`config.mk`:
```
export PLATFORM = sky130hd
export DESIGN_NAME = retire_gate
export DESIGN_NICKNAME = d
export VERILOG_FILES = /design/src/rtl/rg_pkg.sv /design/src/rtl/rg_stage_lut.sv /design/src/rtl/rg_slot.sv /design/src/rtl/rg_pick.sv /design/src/rtl/retire_gate.sv
export SDC_FILE = /design/constraint.sdc
export NUM_CORES = 1
export LEC_CHECK = 0
export CAP_MARGIN = 20
export CORE_MARGIN = 3
export CORE_UTILIZATION = 36
export DETAILED_ROUTE_END_ITERATION = 6
export HOLD_SLACK_MARGIN = 0.1
export SYNTH_ARGS = -nofsm -noshare
export SYNTH_HDL_FRONTEND = slang
export SYNTH_SLANG_ARGS = --single-unit
```
`constraint.sdc`:
```
create_clock -name clk -period 3.85 [get_ports clk]
set_input_delay 0.77 -clock clk [delete_from_list [all_inputs] [get_ports clk]]
set_output_delay 0.77 -clock clk [all_outputs]
set_load 0.05 [all_outputs]
```
`src/rtl/rg_pkg.sv`:
```
// Shared definitions for the retirement tracker.
// Assumes: class codes are 3 bits wide; latencies fit the counter width given here.
package rg_pkg;

    typedef enum logic [2:0] {
        CL_IOP   = 3'd0,
        CL_BR    = 3'd1,
        CL_MUL   = 3'd2,
        CL_MULV  = 3'd3,
        CL_MEM   = 3'd4,
        CL_FADD  = 3'd5,
        CL_FMUL  = 3'd6,
        CL_SPARE = 3'd7
    } rg_class_e;

    localparam int STG_SHORT = 7;
    localparam int STG_MEM   = 10;
    localparam int STG_FP    = 11;
    localparam int STG_LONG  = 13;
    localparam int CNT_W     = $clog2(STG_LONG + 1);

endpackage

```
`src/rtl/rg_stage_lut.sv`:
```
// Maps a class code to its minimum acceptance-to-retire latency in cycles.
// Assumes: SW is wide enough to hold the largest latency parameter.
module rg_stage_lut
    import rg_pkg::*;
#(
    parameter int SW       = CNT_W,
    parameter int LAT_S    = STG_SHORT,
    parameter int LAT_MEM  = STG_MEM,
    parameter int LAT_FP   = STG_FP,
    parameter int LAT_LONG = STG_LONG
) (
    input  logic [2:0]    cls_i,
    output logic [SW-1:0] stage_o
);

    // Decode the class into the countdown start value.
    always_comb begin
        unique case (rg_class_e'(cls_i))
            CL_IOP, CL_BR, CL_MUL, CL_SPARE: stage_o = SW'(LAT_S);
            CL_MULV:                         stage_o = SW'(LAT_LONG);
            CL_MEM:                          stage_o = SW'(LAT_MEM);
            CL_FADD, CL_FMUL:                stage_o = SW'(LAT_FP);
        endcase
    end

endmodule

```
`src/rtl/rg_slot.sv`:
```
// One window entry: occupancy flag, tag and a countdown that reaches zero
// when the instruction has become complete.
// Assumes: load and pop never target the same entry in the same cycle,
// and load only targets a free entry.
module rg_slot
    import rg_pkg::*;
#(
    parameter int TAG_W = 8,
    parameter int SW    = CNT_W
) (
    input  logic             clk,
    input  logic             rst_n,
    input  logic             load_i,
    input  logic [SW-1:0]    load_cnt_i,
    input  logic [TAG_W-1:0] load_tag_i,
    input  logic             pop_i,
    output logic             valid_o,
    output logic             done_o,
    output logic [TAG_W-1:0] tag_o
);

    logic [SW-1:0] cnt_q;

    // Capture a new instruction, count down its latency and release it on pop.
    always_ff @(posedge clk) begin
        if (!rst_n) begin
            valid_o <= 1'b0;
            cnt_q   <= '0;
            tag_o   <= '0;
        end else if (load_i) begin
            valid_o <= 1'b1;
            cnt_q   <= load_cnt_i;
            tag_o   <= load_tag_i;
        end else begin
            if (pop_i) valid_o <= 1'b0;
            if (valid_o && (cnt_q != '0)) cnt_q <= cnt_q - 1'b1;
        end
    end

    // An occupied entry whose countdown is exhausted is complete.
    assign done_o = valid_o && (cnt_q == '0);

    // the selector only removes occupied, complete entries.
    a_r3_pop_only_done: assert property (@(posedge clk) disable iff (!rst_n)
        pop_i |-> (valid_o && (cnt_q == '0)));

    // the tail pointer never lands on an occupied entry.
    a_r6_load_free: assert property (@(posedge clk) disable iff (!rst_n)
        load_i |-> !valid_o);

endmodule

```
`src/rtl/rg_pick.sv`:
```
// Retire selector: walks forward from the head and grants retirement to the
// leading run of complete entries, up to RET_W of them.
// Assumes: DEPTH is a power of two so pointer arithmetic wraps; RET_W <= DEPTH.
module rg_pick #(
    parameter int DEPTH = 16,
    parameter int RET_W = 2,
    parameter int TAG_W = 8,
    localparam int PTR_W = $clog2(DEPTH),
    localparam int CW    = $clog2(RET_W + 1)
) (
    input  logic [PTR_W-1:0]       head_i,
    input  logic [DEPTH-1:0]       done_i,
    input  logic [DEPTH*TAG_W-1:0] tag_i,
    output logic [RET_W-1:0]       slot_v_o,
    output logic [RET_W*TAG_W-1:0] slot_tag_o,
    output logic [CW-1:0]          count_o,
    output logic [DEPTH-1:0]       pop_o
);

    // Grant slot j only if all entries from the head up to head+j are complete.
    always_comb begin
        logic run;
        run = 1'b1;
        for (int j = 0; j < RET_W; j++) begin
            run         = run && done_i[head_i + PTR_W'(j)];
            slot_v_o[j] = run;
        end
    end

    // Route each slot's tag from its window position.
    for (genvar j = 0; j < RET_W; j++) begin : g_tag
        logic [PTR_W-1:0] idx;
        assign idx = head_i + PTR_W'(j);
        assign slot_tag_o[j*TAG_W +: TAG_W] = tag_i[idx*TAG_W +: TAG_W];
    end

    // Count granted slots and mark the entries they free.
    always_comb begin
        count_o = '0;
        pop_o   = '0;
        for (int j = 0; j < RET_W; j++) begin
            count_o = count_o + CW'(slot_v_o[j]);
            if (slot_v_o[j]) pop_o[head_i + PTR_W'(j)] = 1'b1;
        end
    end

endmodule

```
`src/rtl/retire_gate.sv`:
```
// In-order retirement eligibility tracker. Instructions enter at the tail one
// per cycle, each with a class-derived countdown; the oldest complete ones
// leave from the head, up to RET_W per cycle.
// Assumes: DEPTH is a power of two; all class latencies are at least 1 so an
// entry never retires in the cycle it is accepted.
module retire_gate
    import rg_pkg::*;
#(
    parameter int DEPTH = 16,
    parameter int RET_W = 2,
    parameter int TAG_W = 8
) (
    input  logic                         clk,
    input  logic                         rst_n,
    input  logic                         alloc_valid,
    input  logic [2:0]                   alloc_class,
    input  logic [TAG_W-1:0]             alloc_tag,
    output logic                         alloc_ready,
    output logic [RET_W-1:0]             retire_valid,
    output logic [$clog2(RET_W+1)-1:0]   retire_count,
    output logic [RET_W*TAG_W-1:0]       retire_tags
);

    localparam int PTR_W = $clog2(DEPTH);
    localparam int OCC_W = PTR_W + 1;
    localparam int CW    = $clog2(RET_W + 1);
    localparam logic [OCC_W-1:0] FULL = OCC_W'(DEPTH);

    logic [PTR_W-1:0]       head_q, tail_q;
    logic [OCC_W-1:0]       occ_q;
    logic                   push;
    logic [CNT_W-1:0]       ld_stage;
    logic [DEPTH-1:0]       ent_valid, ent_done, ent_pop;
    logic [DEPTH*TAG_W-1:0] ent_tag;

    // Accept only while a free entry exists.
    assign alloc_ready = (occ_q != FULL);
    assign push        = alloc_valid && alloc_ready;

    rg_stage_lut #(.SW(CNT_W)) u_lut (
        .cls_i   (alloc_class),
        .stage_o (ld_stage)
    );

    for (genvar i = 0; i < DEPTH; i++) begin : g_ent
        rg_slot #(.TAG_W(TAG_W), .SW(CNT_W)) u_slot (
            .clk        (clk),
            .rst_n      (rst_n),
            .load_i     (push && (tail_q == PTR_W'(i))),
            .load_cnt_i (ld_stage),
            .load_tag_i (alloc_tag),
            .pop_i      (ent_pop[i]),
            .valid_o    (ent_valid[i]),
            .done_o     (ent_done[i]),
            .tag_o      (ent_tag[i*TAG_W +: TAG_W])
        );
    end

    rg_pick #(.DEPTH(DEPTH), .RET_W(RET_W), .TAG_W(TAG_W)) u_pick (
        .head_i     (head_q),
        .done_i     (ent_done),
        .tag_i      (ent_tag),
        .slot_v_o   (retire_valid),
        .slot_tag_o (retire_tags),
        .count_o    (retire_count),
        .pop_o      (ent_pop)
    );

    // Advance the head by the retire count, the tail by one per acceptance.
    always_ff @(posedge clk) begin
        if (!rst_n) begin
            head_q <= '0;
            tail_q <= '0;
            occ_q  <= '0;
        end else begin
            head_q <= head_q + PTR_W'(retire_count);
            tail_q <= tail_q + PTR_W'(push);
            occ_q  <= occ_q + OCC_W'(push) - OCC_W'(retire_count);
        end
    end

    // an empty window presents no retirement.
    a_r1_empty_idle: assert property (@(posedge clk) disable iff (!rst_n)
        (occ_q == '0) |-> (retire_valid == '0));

    // the reported count agrees with the granted slots.
    a_r4_count_matches: assert property (@(posedge clk) disable iff (!rst_n)
        retire_count == CW'($countones(retire_valid)));

    // occupancy matches the number of occupied entries.
    a_r6_occ_matches: assert property (@(posedge clk) disable iff (!rst_n)
        $countones(ent_valid) == int'(occ_q));

    // pointer distance agrees with occupancy modulo the depth.
    a_r6_ptr_span: assert property (@(posedge clk) disable iff (!rst_n)
        PTR_W'(tail_q - head_q) == PTR_W'(occ_q));

    // a full window does not grow in the next cycle.
    a_r6_full_no_growth: assert property (@(posedge clk) disable iff (!rst_n)
        (occ_q == FULL) |=> (occ_q <= $past(occ_q)));

endmodule

```
Word-level counts from Yosys, hierarchy flattened
Memory sizes are Yosys's and may differ from the RTL's.
Index checks and enable logic that the tools add are counted.

word-level totals
  register bits after elaboration = 221
  memory bits (read-only) = 32
  memories = 1
  output and inout port bits = 21

memory list
  name              words  width  read ports  clocked after memory_dff  wr ports  line                text
  (name not given)  8      4      1           0                         0         rg_stage_lut.sv:18  unique case (rg_class_e'(cls_i))

operators by class
  bitwise logic cells = 1
  $lt $le $gt $ge = 4
  multiplexer cells = 74
  equal/unequal tests = 16
  reductions and logical operators = 117
  shifts and indexed selects = 2
  add/subtract/negate cells = 22

operators with widths
  operator             count
  $shiftx 128x8->8     2
  $mux 4               32
  $logic_not 4->1      17
  $reduce_bool 2->1    32
  $reduce_bool 4->1    16
  $sub 4x1->4 const B  16
  $logic_and 1x1->1    52
  $mux 1               36
  $eq 4x4->1 const B   8
  $mux 16              2
  $eq 4x3->1 const B   4
  $or 16x16->16        1
  $lt 4x5->1 const B   2
  $bmux 1 s4           2
  $demux 1 s4          2
  $eq 4x2->1 const B   2
  $ge 4x1->1 const B   2
  $add 5x1->5          1
  $ne 5x5->1 const B   1
  $sub 5x2->5          1
  $add 4x1->4          1
  $add 4x1->4 const B  1
  $add 4x2->4          1
  $eq 4x1->1 const B   1
  $add 1x1->2          1

Depth between registers and ports, before layout
Gate-level depths: netlist of run 1.

  depth after elaboration = 9
  gate-level depth with buffers = 17

By module
From an unflattened synthesis of run 1, not the netlist that was laid out.

second synthesis, totals
  cell total of the unflattened synthesis = 1269
  area total of the unflattened synthesis = 12515.8 um^2

by module, submodules not included
  module        instances  seq. area each (um^2)  cells an instance  area an instance (um^2)
  rg_slot       16         260.2                  61                 561.8
  rg_pick       1          0.0                    190                2660.1
  retire_gate   1          260.2                  97                 834.6
  rg_stage_lut  1          0.0                    6                  32.5

Least setup slack after synthesis of run 1
OpenSTA, ideal clock, no wires.

  path type = reg-to-reg
  from = reg head_q[0]
  to = reg occ_q[4]
  cell stages (with the launch flop) = 18
  buffers on the path = 2
  arrival time = 4.227 ns
  required time = 3.734 ns
  setup slack = -0.493 ns
  cells stage by stage = dfxtp_1 -> buf_6 -> inv_1 -> ha_1 -> buf_4 -> mux4_2 -> mux2i_1 -> nor3_1 -> nor3_1 -> nor2_1 -> ha_1 -> inv_1 -> ha_1 -> fa_1 -> a21oi_1 -> nor2_1 -> or3_1 -> and3_1

between the ends
  cells in the longest elaborated chain, start to end = 6
  elaborated cells between the ends (all ways) = 8

RTL lines
  element                       line               text
  start: declaration            retire_gate.sv:29  logic [PTR_W-1:0] head_q, tail_q;
  start signal: assignment      retire_gate.sv:76  head_q <= head_q + PTR_W'(retire_count);
  $add 4x1->4                   rg_pick.sv:25      run = run && done_i[head_i + PTR_W'(j)];
  $bmux 1 s4                    rg_pick.sv:25
  $mux 1 (not written as such)  rg_pick.sv:25
  $logic_and 1x1->1             rg_pick.sv:25
  $add 1x1->2 *                 rg_pick.sv:42      count_o = count_o + CW'(slot_v_o[j]);
  net retire_count[0]           retire_gate.sv:20  output logic [$clog2(RET_W+1)-1:0] retire_count,
  $sub 5x2->5 *                 retire_gate.sv:78  occ_q <= occ_q + OCC_W'(push) - OCC_W'(retire_count);
  end signal: assignment        retire_gate.sv:78
  end: declaration              retire_gate.sv:30  logic [OCC_W-1:0] occ_q;

The timed path passes the listed nets; every way through them passes the cells marked *. The select of a mux whose other input is x is not followed.
A chain may end at the register's enable or synchronous reset.

Final worst setup path of run 1
  from = reg head_q[0]
  to = out retire_tags[12]

between the ends
  cells in the longest elaborated chain, start to end = 2

RTL lines
  element           line               text
  $add 4x1->4       rg_pick.sv:33      assign idx = head_i + PTR_W'(j);
  $shiftx 128x8->8  rg_pick.sv:34      assign slot_tag_o[j*TAG_W +: TAG_W] = tag_i[idx*TAG_W +: TAG_W];
  end: declaration  retire_gate.sv:21  output logic [RET_W*TAG_W-1:0] retire_tags

Every way passes these cells.

==> implementation parameters, run 1 <==
Parameter                              Value

Floorplan
  Number of placed I/O pins ... 35
  Die Width ... between 150 and 200 microns
  Core Box Area ... about 34000 sq um
  Die area ... roughly 37000 sq um
  Number of rows created at floorplan ... 67
  Initial Util ... between 30% and 40%
  Die Height ... roughly 190 microns

Worst setup path
  Kind of critical path ... reg -> out
  Slack of the worst reg-to-reg path ... ~0.15 ns
  Type of destination of the critical path ... output port
  Startpoint of the most critical register-to-register path ... head_q[0]
  Arrival time reported for the critical path endpoint ... roughly 3 ns
  Required @ worst endpoint ... 3.08 ns
  Maximum fanout count along the critical path ... 32
  Worst setup startpoint ... head_q[0]
  Capture point of the critical path ... retire_tags[12]
  Category of the worst setup path launch point ... register
  Terminus of the critical flop-to-flop path ... occ_q[4]
  Logic depth of the worst register-to-register path ... 15

Power and ir drop
  Power Dens Cells ... around 460 nW/um^2
  Standby leakage power ... around 5.2 nW
  Overall Power ... between 0.006 and 0.007 W
  Maximum ir drop on the vdd rail ... between 0.0002 and 0.00025 V

STA
  Worst slew margin relative to its limit ... 27.0%
  Min Clock Period, post-route ... 3.73 ns
  Number of setup violations in the final report ... 0
  Fin Clk Skew ... 0.0105 ns
  Post-Route Setup TNS ... 0 ns
  Pins over their slew limit ... 0
  Final Hold Vio Count ... 0
  Tightest Pin Transition ... 1.09 ns
  Portion of the clock cycle consumed by the worst path in the final layout ... 97.0%
  Worst hold slack ... approximately 0.47 ns
  Final setup margin ... ~0.12 ns
  Max Clock Freq ... between 0.2 and 0.3 GHz
  RSZ-0062 raised after global routing ... no

Global routing
  Vias in the first global route ... 9669
  Number of antenna violations at the first check in global routing ... 0
  Total Routing Usage GR ... approximately a fifth
  First-pass GRT wire length ... between 50000 and 60000 microns
  Global-route congestion overflow total ... 0
  Pin count of the biggest net entering global routing ... 70

Logic synthesis
  Most used flip-flop cell after synthesis ... sky130_fd_sc_hd__dfxtp_1
  Leading area contributor after synthesis ... sky130_fd_sc_hd__dfxtp_1
  Post-Synthesis Cells ... around 1400
  Fraction of the yosys area taken by sequential cells ... a little over a third
  Mean cell area of the mapped netlist ... approximately 8.9 sq um
  Asr flop ratio synth ... 0%
  Distinct cells, synth ... between 50 and 60
  Netlist Area Pre-Place ... ~12000 sq um
  Syn nets ... 1455
  Synthesis warning total ... 0
  Post-synth EDFFs ... 0
  Flip-flop and latch count after synthesis ... roughly 220
  Largest cells by area after synthesis ... sky130_fd_sc_hd__dfxtp_1, sky130_fd_sc_hd__mux4_2, sky130_fd_sc_hd__nand2_1, sky130_fd_sc_hd__ha_1, sky130_fd_sc_hd__a21oi_1
  Portion of synthesized cell area occupied by the leading cell type ... between 30% and 40%

Cells and area
  NumNets Final ... approximately 1500
  Footprint of the multi-input gates ... between 7000 and 8000 sq um
  Most frequent standard cell in the layout excluding fill and tap cells ... sky130_fd_sc_hd__nand2_1
  Util after Layout ... 41.6%
  Fraction of final layout cells with drive strength greater than 1 ... 14.7%
  Top library cells by usage in the layout, fill and taps aside ... sky130_fd_sc_hd__nand2_1, sky130_fd_sc_hd__dfxtp_1, sky130_fd_sc_hd__a21oi_1
  Inserted Diodes ... 0
  Final-layout fill cell count ... between 3000 and 4000
  Area used by sequential logic in the layout ... around 4400 sq um
  Layout Area Growth over Synthesis ... 13.3%

CTS
  CTS clock-pin slew for the worst setup and hold paths ... 0.07 ns
  TritonCTS clock tree ... built
  Clock Latency Late Sink ... ~0.53 ns
  Number of sinks handled by clock tree synthesis ... approximately 220
  Clock root buffer master ... sky130_fd_sc_hd__clkbuf_16
  Hold-fix buffers at CTS ... 0
  Buffers from clock root to sink, at most ... 3
  Number of buffers created by CTS ... 25
  CTS H-tree depth ... 1

Placement
  Weighted congestion at the end of routability-driven global placement ... about 0.89
  Sum of net half-perimeters after detailed placement ... around 24000 microns
  Placement Setup Slack ... roughly 0.13 ns
  Input/output buffers ... 34

Hold path
  Min-Delay Path Class ... reg -> reg
  Worst hold start ... g_ent[2].u_slot.tag_o[6]

Routing
  Number of vias per cell ... about 5.5
  Remaining routing DRC violations ... 0
  Final WL ... roughly 36000 microns
  First-pass DRT Iterations ... 5
  Average wire per standard cell ... roughly 19 microns
  Antenna-violating nets left ... 0
  Total number of vias ... 10100
  Starting DRT DRC Count ... about 730

Flow run
  Max-cap check violation count ... 0

Status
  Run status ... finished, final reports clean
-- through the flow --
| stage | instance area, sq um | instances |
|---|---|---|
| after floorplan | 12400 | 1390 |
| after global placement | 13200 | 1812 |
| after detailed placement | 13200 | 1812 |
| after CTS | 14000 | 1859 |
| after global routing | 14100 | 1861 |
| final | 14100 | 1861 |
-- Yosys cell counts, types with 3 or more instances --
master                      number
sky130_fd_sc_hd__a211oi_1       51
sky130_fd_sc_hd__buf_6           6
sky130_fd_sc_hd__clkbuf_1       69
sky130_fd_sc_hd__and2_1         20
sky130_fd_sc_hd__o22ai_1         8
sky130_fd_sc_hd__buf_1           9
sky130_fd_sc_hd__and3_1          8
sky130_fd_sc_hd__mux2i_1        31
sky130_fd_sc_hd__dfxtp_1       221
sky130_fd_sc_hd__or3_1           7
sky130_fd_sc_hd__nor4_1         17
sky130_fd_sc_hd__nor3_1          5
sky130_fd_sc_hd__ha_1           49
sky130_fd_sc_hd__xor2_1         13
sky130_fd_sc_hd__nand3_1         3
sky130_fd_sc_hd__buf_2          10
sky130_fd_sc_hd__o21ai_0        48
sky130_fd_sc_hd__inv_1          60
sky130_fd_sc_hd__mux4_2         76
sky130_fd_sc_hd__nor2_1         99
sky130_fd_sc_hd__nand4bb_1      13
sky130_fd_sc_hd__a21boi_0       32
sky130_fd_sc_hd__a21oi_1       103
sky130_fd_sc_hd__nand2b_1       23
sky130_fd_sc_hd__a31oi_1        15
sky130_fd_sc_hd__nand2_1       285
sky130_fd_sc_hd__nor2b_1        12
sky130_fd_sc_hd__xnor2_1        46
sky130_fd_sc_hd__and4bb_2        4
sky130_fd_sc_hd__o211a_1         5
sky130_fd_sc_hd__a41oi_1         5
sky130_fd_sc_hd__or2_2           4
-- metal layers --
metal  up-vias  GRT usage (%)  wire, microns
met4         0           6.07            980
li1       4847              -              -
met2       337           31.1          16700
met3        61           2.34           2180
met5         -              0              0
met1      4904           26.8          15900
-- state kept, by name, summed over array words and instances, names as in the netlist --
| register | cells |
|---|---|
| head_q | 4 |
| g_ent.u_slot.tag_o | 128 |
| g_ent.u_slot.valid_o | 16 |
| occ_q | 5 |
| tail_q | 4 |
| g_ent.u_slot.cnt_q | 64 |
-- cell type report --
class | count | share of cell area, %
clock inverter | 7 | 0.276
tap | 448 | 3.99
multi-input combinational | 1010 | 52.3
timing repair buffer | 74 | 4.69
clock buffer | 39 | 5.54
sequential | 221 | 31.5
inverter | 62 | 1.67
-- report_power, final --
| part | switching, W | total, W | internal (W) |
|---|---|---|---|
| Clock | 0.000985 | 0.00237 | 0.00139 |
| Combinational | 0.000917 | 0.00155 | 0.000630 |
| Sequential | 0.0000859 | 0.00248 | 0.00239 |
-- timing repair --
action / 4_1_cts / 5_1_grt
pin swaps: 1 / 0
gates resized for setup: 4 / 4
endpoints found under the setup margin: 17 / 8
buffers inserted: 1 / 2
-- cell families after synthesis --
family	count (synthesis)	share of synthesized area, %
AOI/OAI and AO/OA	278	13.8
adders and majority gates	51	5.26
xor gates and xnor gates	60	4.30
DFF	221	35.7
buffers and inverters	159	5.37
and+or+nand+nor	512	19.2
muxes	109	16.5
-- worst max-delay path, stage by stage, from the launching register on --
cell and delay [ns]:
sky130_fd_sc_hd__dfxtp_4 0.34, sky130_fd_sc_hd__inv_1 0.05, sky130_fd_sc_hd__ha_2 0.36, sky130_fd_sc_hd__buf_4 0.16, sky130_fd_sc_hd__buf_8 0.29, sky130_fd_sc_hd__mux4_2 0.59
sky130_fd_sc_hd__a211oi_1 0.25, sky130_fd_sc_hd__a31oi_1 0.12, sky130_fd_sc_hd__buf_4 0.24
-- worst min path at each step --
stage | cells after the start | slack (ns) | end
6_report | 2 | 0.47 | g_ent[2].u_slot.tag_o[6]
5_1_grt | 2 | 0.48 | g_ent[2].u_slot.tag_o[6]
4_1_cts | 2 | 0.46 | g_ent[2].u_slot.tag_o[6]
3_5_place_dp | 2 | 0.46 | g_ent[2].u_slot.tag_o[6]
3_3_place_gp | 2 | 0.45 | g_ent[2].u_slot.tag_o[3]
2_1_floorplan | 2 | 0.44 | g_ent[10].u_slot.tag_o[7]
Note: power is estimated with default switching activity, not from simulation.
==> run 2: changes to the inputs <==
CTS_CLUSTER_SIZE = 24   (was default)
clock period = 4.5 ns   (was 3.85 ns; I/O delays follow)
==> run 2 against run 1 <==
  * Worst setup slack improved by 0.093 ns
  * Non-clock buffer count decreased by 10
  * Critical path depth shrank 1
  * Sequential power shrank 14%
  * Global-route usage rose by 0.078 points
  * Design area is 0.65% lower
  * Die area unchanged
  * Sequential cell count stayed put
  * Utilization fell by 0.27 points
  * Routed wire length decreased by 1.0%
==> implementation parameters, run 2 (synthesis results as in run 1) <==
Parameter                              Value

Power and ir drop
  Relative contribution of the clock network to total power ... 37.1% (about the same)
  Overall Power ... 0.00544 W (-15%)
  Power Dens Cells ... 390 nW/um^2 (-14%)
  Maximum ir drop on the vdd rail ... 0.000234 V (-4.4%)
  Switching part of the total ... 30.8% (-0.30 points)
  Register share of total power ... 39.2% (+0.5 points)
  Standby leakage power ... 5.14 nW (-1.7%)
  Switching power summed over all nets ... 0.00167 W (-16%)
  Total internal power ... 0.00377 W (-15%)
  Combinational group share of total power ... 23.6% (-0.6 points)

STA
  Tightest Pin Transition ... 1.01 ns (-0.0828 ns)
  Final Hold Vio Count ... 0 (unchanged)
  Pins over their slew limit ... 0 (unchanged)
  Worst slew margin relative to its limit ... 32.5% (+5.5 points)
  Fin Clk Skew ... 0.0156 ns (+0.00509 ns)
  Portion of the clock cycle consumed by the worst path in the final layout ... a little over nine tenths
  Max Clock Freq ... around 0.23 GHz
  Number of setup violations in the final report ... 0 (unchanged)
  Min Clock Period, post-route ... 4.29 ns
  Post-Route Setup TNS ... 0 ns (unchanged)
  RSZ-0062 raised after global routing ... no

Worst setup path
  Kind of critical path ... reg -> out
  Logic depth of the worst register-to-register path ... 15 (unchanged)
  Buffers & Inverters on Critical Path ... 3 (-1)
  Startpoint of the most critical register-to-register path ... head_q[0]
  Worst setup startpoint ... head_q[0]
  Cell-by-cell listing of the critical path ... inv_1 > ha_2 > buf_4 > mux4_2 > a211oi_1 > a31oi_1 > buf_4
  Total stage count of the critical path ... 7 (-1)
  Terminus of the critical flop-to-flop path ... occ_q[4]
  Category of the worst setup path launch point ... register
  Required @ worst endpoint ... 3.60 ns (+0.52 ns)
  Worst path most repeated cell ... sky130_fd_sc_hd__buf_4
  Slack of the worst reg-to-reg path ... 0.47 ns (+0.32 ns)
  Arrival time reported for the critical path endpoint ... 3.39 ns (+0.43 ns)
  Critical-path top delay cell ... sky130_fd_sc_hd__mux4_2
  Gate family responsible for the most delay along the worst path ... buffers and inverters
  Type of destination of the critical path ... output port
  Capture point of the critical path ... retire_tags[11]
  Longest individual stage delay on the worst path ... 0.61 ns (+0.02 ns)
  Maximum fanout count along the critical path ... 32 (unchanged)

Cells and area
  Fraction of final layout cells with drive strength greater than 1 ... 13.0% (-1.7 points)
  Inserted Diodes ... 0 (unchanged)
  NumNets Final ... 1449 (-0.69%)
  Final cell count without fillers ... 1849 (-0.64%)
  Number of flip-flops in the largest register ... 128 (unchanged)
  Regs by FF count ... g_ent.u_slot.tag_o: 128 flops, g_ent.u_slot.cnt_q: 64 flops, g_ent.u_slot.valid_o: 16 flops
  Most frequent standard cell in the layout excluding fill and tap cells ... sky130_fd_sc_hd__nand2_1
  Top library cells by usage in the layout, fill and taps aside ... sky130_fd_sc_hd__nand2_1, sky130_fd_sc_hd__dfxtp_1, sky130_fd_sc_hd__a21oi_1
  Layout Area Growth over Synthesis ... 12.6%
  Register with the most flip-flops ... g_ent.u_slot.tag_o

Routing
  Antenna-violating nets left ... 0 (unchanged)
  Highest routed metal layer ... met4
  First-pass DRT Iterations ... 6 (+1)
  Total number of vias ... 10200 (+0.28%)
  Routed length on met2 ... 16000 microns (-3.9%)
  Remaining routing DRC violations ... 0 (unchanged)
  Met3 WL post-DR ... 2260 microns (+3.6%)
  Average wire per standard cell ... 19.1 microns (-0.35%)
  Final WL ... 35300 microns (-1.0%)
  Number of vias per cell ... 5.50 (+0.93%)
  Starting DRT DRC Count ... 969 (+32%)
  Detailed-routing wirelength on met1 ... 15900 microns (+0.42%)

Placement
  Weighted congestion at the end of routability-driven global placement ... 0.890 (about the same)
  Count of placed standard cells including taps ... 1805 (-0.39%)
  Sum of net half-perimeters after detailed placement ... 23200 microns (-2.4%)
  Input/output buffers ... 34 (unchanged)

CTS
  CTS clock-pin slew for the worst setup and hold paths ... 0.06 ns (about the same)
  Buffer count from post-CTS setup fixing ... 0 (-1)
  Hold-fix buffers at CTS ... 0 (unchanged)
  Clock Latency Late Sink ... 0.53 ns (about the same)
  Buffers from clock root to sink, at most ... 3 (unchanged)
  Clock root buffer master ... sky130_fd_sc_hd__clkbuf_16
  Count of instances resized after the clock tree is built ... 0 (-4)
  Number of sinks handled by clock tree synthesis ... 221 (unchanged)
  TritonCTS clock tree ... built
  Number of buffers created by CTS ... 25 (unchanged)
  CTS H-tree depth ... 1 (unchanged)

Status
  Run status ... finished, final reports clean

Global routing
  Number of antenna violations at the first check in global routing ... 0 (unchanged)
  Vias in the first global route ... 9737 (+0.70%)
  First-pass GRT wire length ... 55900 microns (about the same)
  Global-route congestion overflow total ... 0 (unchanged)
  Pin count of the biggest net entering global routing ... 68 (-2.9%)
  Total Routing Usage GR ... 19.3% (+0.078 points)

Floorplan
  Number of rows created at floorplan ... 67 (unchanged)
  Die Width ... 192 microns (unchanged)
  Die Height ... 192 microns (unchanged)
  Die area ... 36700 sq um (unchanged)
  Initial Util ... 36.7% (unchanged)
  Core Box Area ... 33800 sq um (unchanged)
  Number of placed I/O pins ... 35 (unchanged)

Flow run
  Max-cap check violation count ... 0 (unchanged)

Hold path
  Worst hold start ... g_ent[15].u_slot.tag_o[3]
  Min-Delay Path Class ... reg -> reg
==> run 2: cell count changes in the layout (fill, tap and decap cells not counted), sizes merged <==
cell           before  now
buf                61   42
clkdlybuf4s50      13   22
bufinv              0    1
clkbuf             39   38
clkinv              7    6
inv                62   61
==> run 2: how the worst min path moves through the flow <==
stage | endpoint | slack (ns) | cells after the start
global route | g_ent[2].u_slot.tag_o[0] | 0.49 | 2
detailed placement | g_ent[11].u_slot.tag_o[0] | 0.46 | 2
CTS | g_ent[3].u_slot.tag_o[3] | 0.47 | 2
floorplan | g_ent[10].u_slot.tag_o[7] | 0.44 | 2
global placement | g_ent[3].u_slot.tag_o[7] | 0.45 | 2
finish | g_ent[15].u_slot.tag_o[3] | 0.46 | 2
==> run 2: final cells by class <==
type                       count  area (sq um)
multi-input combinational   1010          7340
tap                          448           561
sequential                   221          4430
clock inverter                 6          58.8
timing repair buffer          64           596
inverter                      62           235
fill                        3252         19800
clock buffer                  38           746
==> run 2: tightest hold or removal path: cells and delay by family, from the launching register on <==
kind | cells | cell delay, ns
and+or+nand+nor | 1 | 0.05
AOI/OAI and AO/OA | 1 | 0.05
DFF | 1 | 0.31
==> run 2: through the flow <==
step                      hold WS (ns)  utilization (%)  setup slack (ns)  instance area (sq um)
after global placement           0.449             39.0             0.476                  13200
after CTS                        0.467             41.3             0.198                  14000
after floorplan                  0.443                -            0.0311                  12400
after global routing             0.488             41.3             0.128                  14000
final                            0.465             41.3             0.209                  14000
after detailed placement         0.457             39.0             0.499                  13200
==> run 2: per-layer routing <==
layer  vias up  GRT usage (%)
met4         0           6.35
met1      4935           27.1
met3        74           2.08
met2       342           31.2
met5         -              0
li1       4826              -
==> run 2: power by group through the flow <==
stage | Sequential [W] | Combinational [W] | Clock (W)
4_1_cts | 0.00213 | 0.00130 | 0.00206
5_1_grt | 0.00215 | 0.00140 | 0.00214
3_5_place_dp | 0.00218 | 0.00129 | 0
6_report | 0.00213 | 0.00129 | 0.00202
3_3_place_gp | 0.00217 | 0.00129 | 0
2_1_floorplan | 0.00214 | 0.000958 | 0
